File: src/rtl/modn_pkg.sv
package modn_pkg;

  localparam int DIG_W   = 4;
  localparam int NUM_DEC = 3;
  localparam int TOP_W   = 3;
  localparam int JAM_W   = DIG_W * (NUM_DEC + 1);
  localparam int LOWW_W  = 3;

  typedef enum logic [2:0] {
    SEL_HOLD_A = 3'b000,
    SEL_DIV5   = 3'b001,
    SEL_DIV10K = 3'b010,
    SEL_DIV10  = 3'b011,
    SEL_HOLD_B = 3'b100,
    SEL_DIV8   = 3'b101,
    SEL_DIV4   = 3'b110,
    SEL_DIV2   = 3'b111
  } sel_e;

  typedef struct packed {
    logic              hold;     // master-preset state
    logic              fixed;    // divide-by-10 000, presets ignored
    logic [DIG_W-1:0]  modulus;  // low-section modulus
    logic [LOWW_W-1:0] low_w;    // preset bits given to the low digit
  } mode_cfg_t;

  function automatic logic [DIG_W-1:0] bcd_clamp(input logic [DIG_W-1:0] d);
    return (d > DIG_W'(9)) ? DIG_W'(9) : d;
  endfunction

endpackage

File: src/rtl/modn_rst_sync.sv
module modn_rst_sync #(
  parameter int STAGES = 2
) (
  input  logic clk_i,
  input  logic rst_n_i,
  output logic rst_n_o
);
  logic [STAGES-1:0] sync_q;

  always_ff @(posedge clk_i or negedge rst_n_i) begin
    if (!rst_n_i) sync_q <= '0;
    else          sync_q <= {sync_q[STAGES-2:0], 1'b1};
  end

  assign rst_n_o = sync_q[STAGES-1];
endmodule

File: src/rtl/modn_mode_decode.sv
module modn_mode_decode
  import modn_pkg::*;
(
  input  logic [2:0] sel_i,
  output mode_cfg_t  cfg_o
);
  always_comb begin
    cfg_o         = '0;
    cfg_o.modulus = DIG_W'(10);
    cfg_o.low_w   = LOWW_W'(4);
    case (sel_e'(sel_i))
      SEL_DIV2:   begin cfg_o.modulus = DIG_W'(2);  cfg_o.low_w = LOWW_W'(1); end
      SEL_DIV4:   begin cfg_o.modulus = DIG_W'(4);  cfg_o.low_w = LOWW_W'(2); end
      SEL_DIV5:   begin cfg_o.modulus = DIG_W'(5);  cfg_o.low_w = LOWW_W'(3); end
      SEL_DIV8:   begin cfg_o.modulus = DIG_W'(8);  cfg_o.low_w = LOWW_W'(3); end
      SEL_DIV10:  begin cfg_o.modulus = DIG_W'(10); cfg_o.low_w = LOWW_W'(4); end
      SEL_DIV10K: begin cfg_o.modulus = DIG_W'(10); cfg_o.low_w = LOWW_W'(4); cfg_o.fixed = 1'b1; end
      default:    cfg_o.hold = 1'b1;
    endcase
  end
endmodule

File: src/rtl/modn_preset_map.sv
module modn_preset_map
  import modn_pkg::*;
(
  input  logic [JAM_W-1:0]         jam_i,
  input  mode_cfg_t                cfg_i,
  output logic [DIG_W-1:0]         low_o,
  output logic [NUM_DEC*DIG_W-1:0] dec_o,
  output logic [TOP_W-1:0]         top_o
);
  logic [DIG_W-1:0] nib0;
  logic [DIG_W-1:0] low_mask;
  logic [DIG_W-1:0] low_raw;
  logic [DIG_W-1:0] top_raw;

  assign nib0     = jam_i[DIG_W-1:0];
  assign low_mask = DIG_W'((1 << cfg_i.low_w) - 1);
  assign low_raw  = nib0 & low_mask;
  assign top_raw  = nib0 >> cfg_i.low_w;

  always_comb begin
    if (cfg_i.fixed) begin
      low_o = '0;
      top_o = TOP_W'(1);
    end else begin
      low_o = (low_raw >= cfg_i.modulus) ? (cfg_i.modulus - DIG_W'(1)) : low_raw;
      top_o = top_raw[TOP_W-1:0];
    end
  end

  for (genvar g = 0; g < NUM_DEC; g++) begin : g_dec
    assign dec_o[g*DIG_W +: DIG_W] =
      cfg_i.fixed ? '0 : bcd_clamp(jam_i[(g+1)*DIG_W +: DIG_W]);
  end
endmodule

File: src/rtl/modn_decade_chain.sv
module modn_decade_chain #(
  parameter int N = 3,
  parameter int W = 4
) (
  input  logic [N*W-1:0] cur_i,
  input  logic           borrow_i,
  output logic [N*W-1:0] nxt_o,
  output logic           borrow_o,
  output logic           zero_o
);
  logic [N:0] borrow;
  assign borrow[0] = borrow_i;

  for (genvar g = 0; g < N; g++) begin : g_stage
    logic [W-1:0] dig;
    assign dig = cur_i[g*W +: W];
    always_comb begin
      if (!borrow[g]) begin
        nxt_o[g*W +: W] = dig;
        borrow[g+1]     = 1'b0;
      end else if (dig == '0) begin
        nxt_o[g*W +: W] = W'(9);
        borrow[g+1]     = 1'b1;
      end else begin
        nxt_o[g*W +: W] = dig - W'(1);
        borrow[g+1]     = 1'b0;
      end
    end
  end

  assign borrow_o = borrow[N];
  assign zero_o   = ~|cur_i;
endmodule

File: src/rtl/modn_divider.sv
module modn_divider
  import modn_pkg::*;
(
  input  logic             clk_i,
  input  logic             rst_n_i,
  input  logic [JAM_W-1:0] jam_i,
  input  logic [2:0]       sel_i,
  input  logic             latch_i,
  output logic             out_o
);
  logic rst_n_s;
  mode_cfg_t cfg;

  logic [DIG_W-1:0]         low_pre, low_q, low_d, low_dn;
  logic [NUM_DEC*DIG_W-1:0] dec_pre, dec_q, dec_d, dec_dn;
  logic [TOP_W-1:0]         top_pre, top_q, top_d, top_dn;
  logic armed_q, armed_d, out_q, out_d;
  logic low_borrow, dec_borrow, dec_zero, term, load_en, count_en, pulse_d;

  modn_rst_sync #(.STAGES(2)) u_rst_sync (
    .clk_i  (clk_i),
    .rst_n_i(rst_n_i),
    .rst_n_o(rst_n_s)
  );

  modn_mode_decode u_decode (
    .sel_i(sel_i),
    .cfg_o(cfg)
  );

  modn_preset_map u_preset (
    .jam_i(jam_i),
    .cfg_i(cfg),
    .low_o(low_pre),
    .dec_o(dec_pre),
    .top_o(top_pre)
  );

  // Low section: mod-M down count, borrow into the decades on wrap
  assign low_borrow = (low_q == '0);
  assign low_dn     = low_borrow ? (cfg.modulus - DIG_W'(1)) : (low_q - DIG_W'(1));

  modn_decade_chain #(.N(NUM_DEC), .W(DIG_W)) u_chain (
    .cur_i   (dec_q),
    .borrow_i(low_borrow),
    .nxt_o   (dec_dn),
    .borrow_o(dec_borrow),
    .zero_o  (dec_zero)
  );

  assign top_dn = dec_borrow ? (top_q - TOP_W'(1)) : top_q;

  // Terminal count: composite value has reached one (or less)
  assign term     = dec_zero & (top_q == '0) & (low_q <= DIG_W'(1));
  assign load_en  = cfg.hold | ~armed_q | term;
  assign count_en = ~load_en;
  assign pulse_d  = ~cfg.hold & armed_q & term;

  always_comb begin
    low_d   = low_q;
    dec_d   = dec_q;
    top_d   = top_q;
    if (load_en) begin
      low_d = low_pre;
      dec_d = dec_pre;
      top_d = top_pre;
    end else if (count_en) begin
      low_d = low_dn;
      dec_d = dec_dn;
      top_d = top_dn;
    end
    armed_d = ~cfg.hold;
    out_d   = ~cfg.hold & (pulse_d | (latch_i & out_q));
  end

  always_ff @(posedge clk_i or negedge rst_n_s) begin
    if (!rst_n_s) begin
      low_q   <= '0;
      dec_q   <= '0;
      top_q   <= '0;
      armed_q <= 1'b0;
      out_q   <= 1'b0;
    end else begin
      low_q   <= low_d;
      dec_q   <= dec_d;
      top_q   <= top_d;
      armed_q <= armed_d;
      out_q   <= out_d;
    end
  end

  assign out_o = out_q;
endmodule

File: config.mk
export PLATFORM = sky130hd
export DESIGN_NAME = modn_divider
export DESIGN_NICKNAME = d
export VERILOG_FILES = /design/src/rtl/modn_pkg.sv /design/src/rtl/modn_rst_sync.sv /design/src/rtl/modn_mode_decode.sv /design/src/rtl/modn_preset_map.sv /design/src/rtl/modn_decade_chain.sv /design/src/rtl/modn_divider.sv
export SDC_FILE = /design/constraint.sdc
export NUM_CORES = 1
export LEC_CHECK = 0
export BUFFER_PORTS_ARGS = -buffer_cell sky130_fd_sc_hd__buf_2
export CORE_MARGIN = 4
export CORE_UTILIZATION = 57
export DETAILED_ROUTE_END_ITERATION = 10
export GPL_ROUTABILITY_DRIVEN = 0
export PLACE_DENSITY = 0.87
export SYNTH_ARGS = -nofsm -noshare
export SYNTH_HDL_FRONTEND = slang
export SYNTH_SLANG_ARGS = --single-unit
File: constraint.sdc
create_clock -name clk_i -period 0.9 [get_ports clk_i]
set_clock_uncertainty 0.1 [all_clocks]
set_input_delay 0 -clock clk_i [delete_from_list [all_inputs] [get_ports clk_i]]
set_output_delay 0 -clock clk_i [all_outputs]
set_load 0.005 [all_outputs]
==> results.tsv, run 1 <==
stage	metric	value	unit
logic_synthesis	Area contributors post-synth	dfrtp_1 36%, ha_1 7.0%, mux2i_1 5.0%	
placement	hpwl dp	4300	um
logic_synthesis	leading area contributor after synthesis	dfrtp_1	
clocking	TritonCTS Buffers	3	
floorplan	die span in y	61.1	um
logic_synthesis	Yosys reg bits	23	
placement	port bufs	22	
floorplan	Starting Density	61.9	%
clocking	hold_buf cts	16	
logic_synthesis	post-synth top area share	35.9	%
clocking	CTS H-tree depth	1	
logic_synthesis	post-synthesis sequential area ratio	35.9	%
floorplan	Die Span X	61.1	um
outcome	status	stopped before the end	
logic_synthesis	Netlist cell types	45	
floorplan	IO Count	23	
logic_synthesis	yosys warns	0	
logic_synthesis	Mapped Nets	213	
logic_synthesis	area of the mapped netlist	0.00160	mm2
logic_synthesis	syn_area_per_cell	8.81	um2
placement	placed cell area	0.00223	mm2
logic_synthesis	Synth Flop Type	dfrtp_1	
clocking	clk root buf	clkbuf_4	
placement	Setup WS pre-CTS	-1.48	ns
logic_synthesis	Post-synth EDFFs	0	
clocking	buffer depth of the longest clock path	2	
clocking	Sink Count	23	
clocking	setup bufs post-CTS	6	
logic_synthesis	Async S/R FF share, synth	100	%
outcome	stage where the run ended	clock tree synthesis (4_1_cts)	
outcome	error msg	[ERROR DPL-0033] detailed placement checks failed during check placement.	
clocking	Resized cells post-CTS	19	
logic_synthesis	Post-Syn Instances	182	
floorplan	Cell Rows	18	
## metrics by stage
stage / utilization [%] / cells / hold WS [ns]
2_1_floorplan: - / 182 / -0.396
3_3_place_gp: 86.0 / 281 / -0.316
3_5_place_dp: 86.0 / 281 / -0.311
## cell families after synthesis
| kind of cell | synth area share (%) |
|---|---|
| buf+inv | 5.54 |
| fa+ha+maj | 7.02 |
| xor+xnor | 4.37 |
| compound gates | 19.3 |
| flops | 35.9 |
| other cells | 0.234 |
| mux | 4.99 |
| simple gates | 22.6 |
## synth_stat cells, types with 5 or more instances
cell     number
xor2_1        5
a31oi_1       5
buf_2         5
mux2i_1       8
o21a_1        5
o21ai_0      13
nor2_1       15
nor3_1        5
nor2b_1       6
dfrtp_1      23
ha_1          9
a21oi_1       9
nand2_1      12
nand3_1       7
inv_1         9
==> run 2, diff against run 1 <==
Settings changed: CORE_UTILIZATION 57 to 40, PLACE_DENSITY 0.87 to default, PLACE_DENSITY_LB_ADDON from default to 0.15.
==> results.tsv, run 2 <==
stage	metric	value	unit	change
layout	area delta synth->final	81.0	%	
worst_hold_path	worst hold start	sel_i[0]		
placement	port bufs	22		unchanged
worst_hold_path	Hold/Removal Path Class	input port to register		
clocking	TritonCTS Buffers	3		unchanged
logic_synthesis	yosys warns	0		unchanged
logic_synthesis	Post-synth EDFFs	0		unchanged
drt	Routed WL per cell	17.3	um	
setup_path	Worst Path Max Fanout	7		
logic_synthesis	Mapped Nets	213		unchanged
logic_synthesis	Synth Flop Type	dfrtp_1		
layout	max reg flops	12		
logic_synthesis	Area contributors post-synth	dfrtp_1 36%, ha_1 7.0%, mux2i_1 5.0%		
logic_synthesis	Post-Synth Adder-Cell Area	7.02	%	unchanged
drt	Routed Antenna Nets	0		
setup_path	Required @ worst endpoint	0.99	ns	
setup_path	Worst Setup SP	dec_q[2]		
logic_synthesis	Post-Syn Instances	182		unchanged
setup_path	Critical Path Start Type	register		
logic_synthesis	commonest cells in the netlist	23 x dfrtp_1, 15 x nor2_1, 13 x o21ai_0		
logic_synthesis	combinational family with the most area after synthesis	simple AND/OR/NAND/NOR gates		
logic_synthesis	leading area contributor after synthesis	dfrtp_1		
logic_synthesis	Netlist cell types	45		unchanged
setup_path	crit-path most repeated cell	buf_6		
sta	post-layout min period	1.94	ns	
run	max-cap violation count	0		
layout	Nets	323		
setup_path	reg2reg end	dec_q[8]		
layout	Antenna Cells	0		
drt	DRC errors left	0		
layout	most frequent cells in the layout	61 x buf_4, 23 x dfrtp_1, 20 x buf_2		
floorplan	die area	0.00509	mm2	
clocking	CTS tree	built		
pwr	Peak VDD IR	0.995	mV	
drt	1st-iter DRT viols	173		
sta	period utilisation layout	215	%	
floorplan	Cell Rows	22		+4
global_route	gr ovfl total	0		
logic_synthesis	post-synthesis xor/xnor area fraction	4.37	%	unchanged
setup_path	worst r2r src	dec_q[2]		
drt	Via density	5.49		
logic_synthesis	syn_area_per_cell	8.81	um2	unchanged
drt	TritonRoute pass-1 iters	4		
setup_path	CP arrival	2.03	ns	
placement	Setup WS pre-CTS	-1.30	ns	+0.189 ns
global_route	largest net degree at the start of global routing	22		
floorplan	Core Area	0.00377	mm2	
logic_synthesis	Post-Synth Simple-Gate Area	22.6	%	unchanged
setup_path	Critical Path Sink	dec_q[8]		
setup_path	R2R setup slack	-1.04	ns	
layout	Biggest register	dec_q		
sta	RSZ-0062 raised after global routing	yes		
logic_synthesis	Yosys reg bits	23		unchanged
drt	routed via count	1862		
clocking	Skew-Pair Late Insertion Delay	0.27	ns	
floorplan	Die Span X	71.3	um	+17%
setup_path	cells along the critical path	nor4_2, and4b_2, buf_6, a21o_4, buf_6, o211ai_1, o21ai_1		
logic_synthesis	Synth Area in Compound Gates	19.3	%	unchanged
clocking	buffer depth of the longest clock path	2		unchanged
setup_path	slowest stage delay, CP	0.42	ns	
logic_synthesis	area of the mapped netlist	0.00160	mm2	unchanged
setup_path	Setup crit end kind	register		
drt	WL final	5870	um	
logic_synthesis	Async S/R FF share, synth	100	%	unchanged
outcome	failing checks	negative hold slack, negative setup slack		
logic_synthesis	top-count cell post-synth	dfrtp_1		
global_route	antenna violations before repair	0		
logic_synthesis	post-synth top area share	35.9	%	unchanged
logic_synthesis	mux contribution to synthesized area	4.99	%	unchanged
global_route	All-Layer GR Usage	20.8	%	
placement	hpwl dp	3430	um	-20%
outcome	status	finished with violations		
logic_synthesis	post-synthesis sequential area ratio	35.9	%	unchanged
sta	final setup margin	-1.04	ns	
sta	Final Max Tran Viols	0		
global_route	vias in the first global route	1923		
clocking	Sink Count	23		unchanged
global_route	first-pass GRT wire length	8390	um	
layout	share of cells above drive strength 1	53.3	%	
clocking	Worst-path clk slew	0.09	ns	
layout	Largest regs	dec_q: 12 flops, low_q: 4 flops, top_q: 3 flops		
setup_path	worst r2r path cells	7		
pwr	Leak	1.32	nW	
floorplan	Starting Density	42.5	%	-19 points
pwr	power density cells	1720	mW/mm2	
setup_path	Max stage delay cell, worst path	dfrtp_1		
sta	Max Clock Freq	0.517	GHz	
sta	final hold violation count	1		
floorplan	die span in y	71.3	um	+17%
layout	commonest non-fill, non-tap cell in the layout	buf_4		
clocking	CTS H-tree depth	1		unchanged
clocking	clk root buf	clkbuf_8		
sta	worst hold slack	-0.0329	ns	
floorplan	IO Count	23		unchanged
setup_path	CP Class	register to register		
sta	endpoints failing setup	21		
==> run 2: cell counts after synthesis <==
No cell type changed its count.
==> run 2: repair_timing <==
| action | CTS | global route |
|---|---|---|
| pin swaps | 20 | 13 |
| gates resized for setup | 45 | 26 |
| setup endpoints to repair | 21 | 21 |
| hold buffers | 15 | 0 |
| setup buffers | 5 | 7 |
| endpoints found under the hold margin | 16 | 0 |
| gates cloned | 1 | 0 |
==> run 2: cell families after synthesis <==
kind of cell             Yosys count
AO/OA/AOI/OAI                     48
XOR/XNOR                           8
adder cells (fa/ha/maj)            9
buffers and inverters             18
flip-flops                        23
multiplexers                       8
other                              1
AND/OR/NAND/NOR                   67
==> run 2: final cells by class <==
| cell class | count | area [um2] |
|---|---|---|
| fill | 247 | 868 |
| clock buffer | 3 | 41.3 |
| timing repair buffer | 113 | 917 |
| inverter | 9 | 33.8 |
| sequential | 23 | 576 |
| tap | 48 | 60.1 |
| clock inverter | 1 | 5.00 |
| multi-input combinational | 142 | 1270 |
==> run 2: where the power goes <==
| group | total (mW) | switching [mW] | internal, mW |
|---|---|---|---|
| logic | 2.92 | 1.33 | 1.58 |
| clock network | 0.685 | 0.375 | 0.310 |
| registers | 1.39 | 0.157 | 1.23 |
| total | 5.00 | 1.87 | 3.13 |
==> run 2: worst min-delay path by stage <==
stage	to	slack, ns	depth (start not counted)
4_1_cts	armed_q	-0.03	4
5_1_grt	armed_q	0.002	4
3_5_place_dp	u_rst_sync.sync_q[1]	-0.31	1
3_3_place_gp	u_rst_sync.sync_q[1]	-0.31	1
2_1_floorplan	u_rst_sync.sync_q[0]	-0.40	0
6_report	armed_q	-0.03	4
==> run 2: worst max-delay path, delay by kind of cell, from the launching register on <==
family                 cells  cell delay, ns
AOI/OAI and AO/OA          3            0.40
buffers and inverters      2            0.23
DFF                        1            0.42
and+or+nand+nor            2            0.70
==> run 2: layer usage <==
metal	part of all wire, %	up-vias	global-route usage (%)
li1	-	874	-
met1	38	916	21.3
met2	56	58	40.5
met3	3.3	14	2.52
met4	2.5	0	10.4
met5	0	-	0
==> run 2: through the flow <==
stage	instance area (um2)	total power [mW]	setup TNS, ns	instances	utilization [%]
2_1_floorplan	1720	2.52	-16.63	182	-
3_3_place_gp	2280	3.37	-19.47	307	60.6
3_5_place_dp	2280	3.45	-20.80	307	60.6
4_1_cts	2740	4.50	-18.06	332	72.6
5_1_grt	2900	5.29	-20.23	339	77.0
6_report	2900	5.00	-18.92	339	77.0
Power figures use the tool's default switching activity.
==> run 3, diff against run 2 <==
Settings changed: CORE_AREA from default to 4 4 65 67, CORE_MARGIN 4 to default, CORE_UTILIZATION 40 to default, DIE_AREA from default to 0 0 69 71.
==> results.tsv, run 3 (synthesis gave the netlist of run 2 again) <==
stage	metric	value	unit	change
clocking	TritonCTS Buffers	3		unchanged
pwr	Net Sw Power	1.88	mW	+0.48%
drt	Routed Antenna Nets	0		unchanged
layout	Biggest register	dec_q		
floorplan	Cell Rows	22		unchanged
layout	Antenna Cells	0		unchanged
layout	register area	576	um2	unchanged
placement	port bufs	22		unchanged
floorplan	Die Span X	69	um	-3.3%
run	max-cap violation count	0		unchanged
sta	Final Max Tran Viols	0		unchanged
pwr	Total Power	5.03	mW	+0.65%
layout	area occupied by multi-input gates	0.00128	mm2	+0.59%
pwr	Leak	1.32	nW	-0.15%
outcome	status	finished with violations		
sta	RSZ-0062 raised after global routing	yes		
drt	routed via count	1829		-1.8%
sta	Max Clock Freq	0.520	GHz	+0.68%
setup_path	CP Class	register to register		
layout	most frequent cells in the layout	58 x buf_4, 23 x dfrtp_1, 22 x buf_2		
setup_path	reg2reg end	dec_q[5]		
layout	max reg flops	12		unchanged
floorplan	die span in y	71	um	-0.46%
sta	final setup margin	-1.02	ns	+0.0131 ns
layout	Nets	321		-0.62%
global_route	All-Layer GR Usage	21.1	%	+0.32 points
global_route	largest net degree at the start of global routing	22		unchanged
setup_path	Setup crit end kind	register		
sta	Worst Max-Slew Pin Slew	0.947	ns	
drt	1st-iter DRT viols	83		-52%
clocking	Worst-path clk slew	0.09	ns	about the same
clocking	buffer depth of the longest clock path	2		unchanged
drt	Routed WL per cell	16.4	um	-5.6%
setup_path	worst r2r path cells	8		+1
sta	final hold violation count	0		-1
pwr	Peak VDD IR	1.15	mV	+16%
setup_path	Required @ worst endpoint	0.99	ns	about the same
setup_path	R2R setup slack	-1.02	ns	about the same
clocking	CTS H-tree depth	1		unchanged
drt	WL final	5510	um	-6.1%
pwr	Pint	3.15	mW	+0.75%
clocking	CTS tree	built		
layout	area delta synth->final	78.7	%	
clocking	clk root buf	clkbuf_8		
sta	period utilisation layout	214	%	-1.5 points
pwr	sequential share of power	27.9	%	about the same
floorplan	Starting Density	44.1	%	+1.6 points
clocking	Skew-Pair Late Insertion Delay	0.27	ns	about the same
setup_path	worst r2r src	low_q[0]		
worst_hold_path	Hold/Removal Path Class	input port to register		
sta	post-layout min period	1.92	ns	-0.0131 ns
drt	TritonRoute pass-1 iters	4		unchanged
drt	Via density	5.43		-1.2%
sta	Slew HR	36.8	%	
pwr	power density cells	1750	mW/mm2	+1.9%
layout	fillcell total	247		unchanged
global_route	gr ovfl total	0		unchanged
worst_hold_path	Hold Path Sink	dec_q[4]		
worst_hold_path	worst hold start	jam_i[11]		
floorplan	IO Count	23		unchanged
floorplan	die area	0.00490	mm2	-3.7%
placement	placed cell area	0.00225	mm2	-1.3%
setup_path	Worst Path Max Fanout	4		-3
setup_path	CP arrival	2.02	ns	about the same
outcome	failing checks	negative setup slack		
global_route	vias in the first global route	1885		-2.0%
placement	hpwl dp	3320	um	-3.1%
sta	endpoints failing setup	20		-4.8%
layout	share of cells above drive strength 1	51.9	%	-1.4 points
layout	commonest non-fill, non-tap cell in the layout	buf_4		
clocking	Sink Count	23		unchanged
global_route	first-pass GRT wire length	8440	um	+0.57%
drt	DRC errors left	0		unchanged
pwr	clock network power share	13.0	%	-0.7 points
pwr	sw frac	37.3	%	-0.064 points
floorplan	Core Area	0.00363	mm2	-3.6%
setup_path	Critical Path Start Type	register		
global_route	antenna violations before repair	0		unchanged
worst_hold_path	WHS Path Cells	4		unchanged
layout	post-layout instance area	0.00287	mm2	-1.2%
pwr	Gate power share	59.1	%	+0.7 points
layout	Largest regs	dec_q: 12 flops, low_q: 4 flops, top_q: 3 flops		
## run 3: cell count changes in the layout (fill, tap and decap cells not counted), moves of 2 or more
cell     delta
ha_4        -2
nand2_4     +2
o21ai_2     -3
nand2_2     -2
nor4_2      -2
buf_2       +2
ha_1        +2
o21ai_1     +2
buf_4       -3
a21oi_2     +2
## run 3: timing repair
| item | in CTS | in global routing |
|---|---|---|
| hold buffers | 15 | 0 |
| gates resized for setup | 38 | 28 |
| setup endpoints to repair | 20 | 20 |
| cloned | 2 | 0 |
| hold endpoints to repair | 15 | 0 |
| buffers inserted | 7 | 8 |
| pin swaps | 10 | 19 |
## run 3: per-layer routing
metal	routed length [um]	track usage [%]
met1	2270	24.3
met3	190	1.56
met5	0	0
met4	76	7.16
met2	2980	40.8
## run 3: power by group through the flow
stage                     Sequential [mW]  Clock, mW  Combinational [mW]
after floorplan                      1.46          0                1.06
after global placement               1.37          0                1.94
after detailed placement             1.38          0                2.02
after CTS                            1.38      0.668                2.48
after global routing                 1.42      0.711                3.17
final                                1.40      0.654                2.97
## run 3: cell type report
cell class	instances	area share, %
clock buffer	3	1.44
inverter	9	1.18
timing repair buffer	110	30.5
clock inverter	1	0.175
multi-input combinational	143	44.6
sequential	23	20.1
tap	48	2.10
## run 3: how the worst max path moves through the flow
stage	endpoint	cells past startpoint	start	slack, ns
3_3_place_gp	low_q[2]	9	sel_i[1]	-1.16
2_1_floorplan	low_q[0]	11	sel_i[1]	-1.15
6_report	dec_q[5]	8	low_q[0]	-1.02
5_1_grt	dec_q[5]	8	low_q[0]	-1.11
4_1_cts	dec_q[9]	6	low_q[0]	-0.93
3_5_place_dp	low_q[1]	9	sel_i[1]	-1.30
## run 3: worst max-delay path: stages (launching register included)
cell	delay, ns
dfrtp_1	0.42
inv_2	0.09
ha_4	0.12
nor3b_4	0.18
buf_4	0.15
buf_6	0.12
nand3_4	0.09
or4_1	0.43
a31oi_1	0.15
## run 3: per-stage QoR
step | setup TNS (ns) | worst slack, ns | hold WS, ns | utilization, % | instances
after floorplan | -16.63 | -1.15 | -0.396 | - | 182
after global placement | -19.08 | -1.16 | -0.315 | 62.1 | 303
after detailed placement | -20.18 | -1.30 | -0.314 | 62.1 | 303
after CTS | -17.39 | -0.935 | 0.00556 | 74.0 | 331
after global routing | -20.10 | -1.11 | 0.0483 | 78.9 | 337
final | -18.49 | -1.02 | 0.0271 | 78.9 | 337
==> run 4, diff against run 3 <==
Settings changed: BUFFER_PORTS_ARGS -buffer_cell sky130_fd_sc_hd__buf_2 to default, DONT_BUFFER_PORTS from default to 1.
Clock period 0.9 ns to 1.7 ns, I/O delays scaled along.
==> results.tsv, run 4 (synthesis gave the netlist of run 2 again) <==
stage	metric	value	unit	change
drt	Routed WL per cell	16.9	um	+3.6%
floorplan	Starting Density	44.1	%	unchanged
setup_path	Max stage delay cell, worst path	dfrtp_1		
global_route	largest net degree at the start of global routing	22		unchanged
floorplan	die area	0.00490	mm2	unchanged
drt	routed via count	1688		-7.7%
sta	Worst Max-Slew Pin Slew	0.531	ns	-0.416 ns
layout	commonest non-fill, non-tap cell in the layout	buf_4		
outcome	status	finished with violations		
pwr	clock network power share	14.6	%	+1.6 points
placement	port bufs	0		-100%
drt	Routed Antenna Nets	0		unchanged
setup_path	CP bufs+invs	2		-1
drt	1st-iter DRT viols	102		+23%
setup_path	CP Class	register to register		
sta	Slew HR	64.5	%	+28 points
pwr	Leak	1.20	nW	-8.7%
global_route	first-pass GRT wire length	8110	um	-3.8%
clocking	CTS H-tree depth	1		unchanged
worst_hold_path	Hold/Removal Path Class	input port to register		
clocking	CTS tree	built		
drt	Via density	5.45		+0.33%
floorplan	die span in y	71	um	unchanged
sta	Final Max Tran Viols	0		unchanged
pwr	Gate power share	55.4	%	-3.7 points
clocking	TritonCTS Buffers	3		unchanged
pwr	Total Power	2.55	mW	-49%
clocking	Sink Count	23		unchanged
floorplan	IO Count	23		unchanged
global_route	gr ovfl total	0		unchanged
sta	endpoints failing setup	20		unchanged
layout	Antenna Cells	0		unchanged
floorplan	Core Area	0.00363	mm2	unchanged
clocking	Worst-path clk slew	0.09	ns	about the same
layout	max reg flops	12		unchanged
drt	WL final	5250	um	-4.7%
pwr	power density cells	925	mW/mm2	-47%
layout	final cell count without fillers	310		-8.0%
pwr	Pint	1.60	mW	-49%
drt	DRC errors left	0		unchanged
placement	hpwl dp	3090	um	-7.1%
sta	final hold violation count	0		unchanged
layout	Largest regs	dec_q: 12 flops, low_q: 4 flops, top_q: 3 flops		
pwr	Net Sw Power	0.951	mW	-49%
setup_path	cells along the critical path	nor4_4, and4b_2, buf_12, a21oi_4, buf_12, a21oi_1, a31oi_1		
layout	area delta synth->final	71.6	%	
clocking	buffer depth of the longest clock path	2		unchanged
setup_path	Setup crit end kind	register		
floorplan	Cell Rows	22		unchanged
global_route	vias in the first global route	1800		-4.5%
placement	Setup WS pre-CTS	-0.313	ns	+0.991 ns
setup_path	crit-path most repeated cell	buf_12		
pwr	Peak VDD IR	0.606	mV	-47%
setup_path	CP arrival	1.97	ns	-0.05 ns
layout	most frequent cells in the layout	42 x buf_4, 23 x dfrtp_1, 23 x dlygate4sd3_1		
global_route	antenna violations before repair	0		unchanged
clocking	clk root buf	clkbuf_8		
setup_path	Required @ worst endpoint	1.77	ns	+0.78 ns
drt	TritonRoute pass-1 iters	4		unchanged
sta	final setup margin	-0.197	ns	+0.825 ns
sta	RSZ-0062 raised after global routing	yes		
setup_path	Worst Path Max Fanout	6		+2
setup_path	slowest stage delay, CP	0.42	ns	about the same
sta	post-layout min period	1.90	ns	-0.0249 ns
sta	period utilisation layout	112	%	-100 points
layout	Nets	294		-8.4%
floorplan	Die Span X	69	um	unchanged
sta	Max Clock Freq	0.527	GHz	+1.3%
setup_path	CP delay by family, top	simple AND/OR/NAND/NOR gates		
pwr	sequential share of power	30.0	%	+2.1 points
pwr	sw frac	37.3	%	+0.050 points
layout	Post-Route Utilization	75.8	%	-3.1 points
layout	share of cells above drive strength 1	42.4	%	-9.5 points
outcome	failing checks	negative setup slack		
global_route	All-Layer GR Usage	20.4	%	-0.66 points
clocking	Skew-Pair Late Insertion Delay	0.28	ns	about the same
setup_path	Critical Path Start Type	register		
layout	Biggest register	dec_q		
run	max-cap violation count	0		unchanged
placement	placed cell count	265		-13%
[run 4: final timing paths]
kind	start	end	slack (ns)	cells past startpoint
worst max-delay path	dec_q[2]	dec_q[9]	-0.20	7
worst min-delay path	sel_i[0]	top_q[0]	0.02	4
worst max register to register	dec_q[2]	dec_q[9]	-0.20	7
worst min register to register	u_rst_sync.sync_q[1]	armed_q	0.12	1
max in group asynchronous	rst_n_i	u_rst_sync.sync_q[1]	1.01	2
min in group asynchronous	u_rst_sync.sync_q[1]	armed_q	0.12	1
[run 4: layout make-up]
class                   count  area (um2)
multi-input cells         142        1220
well taps                  48        60.1
fillers                   266         881
clock inverters             1        5.00
repair buffers             84         816
inverters                   9        33.8
clock buffers               3        41.3
flip-flops and latches     23         576
[run 4: metrics by stage]
stage / TNS [ns] / instance area, um2 / hold slack, ns
2_1_floorplan: -1.56 / 1660 / -0.396
3_3_place_gp: -2.86 / 2000 / -0.396
3_5_place_dp: -3.42 / 2000 / -0.396
4_1_cts: -1.98 / 2600 / 0.0469
5_1_grt: -3.59 / 2750 / 0.0643
6_report: -2.73 / 2750 / 0.0236
[run 4: routing by layer]
metal	share of wire [%]	vias to the layer above	global-route usage [%]	routed length, um
met1	41	813	22.5	2150
met5	0	-	0	0
li1	-	828	-	-
met2	54	35	37.9	2830
met3	3.2	12	3.84	166
met4	2.2	0	9.11	115
[run 4: timing repair]
action	4_1_cts	5_1_grt
pin swaps	17	13
hold endpoints to repair	21	0
resized for setup	46	27
hold buffers	23	0
endpoints found under the setup margin	19	20
setup buffers	11	6
cloned	2	1
[run 4: tightest hold or removal path, delay by kind of cell]
family          cells  cell delay (ns)
compound gates      2             0.20
buf+inv             2             0.17
[run 4: power groups by stage]
stage	sequential (mW)	clock (mW)	combinational, mW
5_1_grt	0.779	0.402	1.52
6_report	0.763	0.372	1.41
3_3_place_gp	0.735	0	0.863
4_1_cts	0.745	0.368	1.17
2_1_floorplan	0.770	0	0.514
3_5_place_dp	0.739	0	0.890
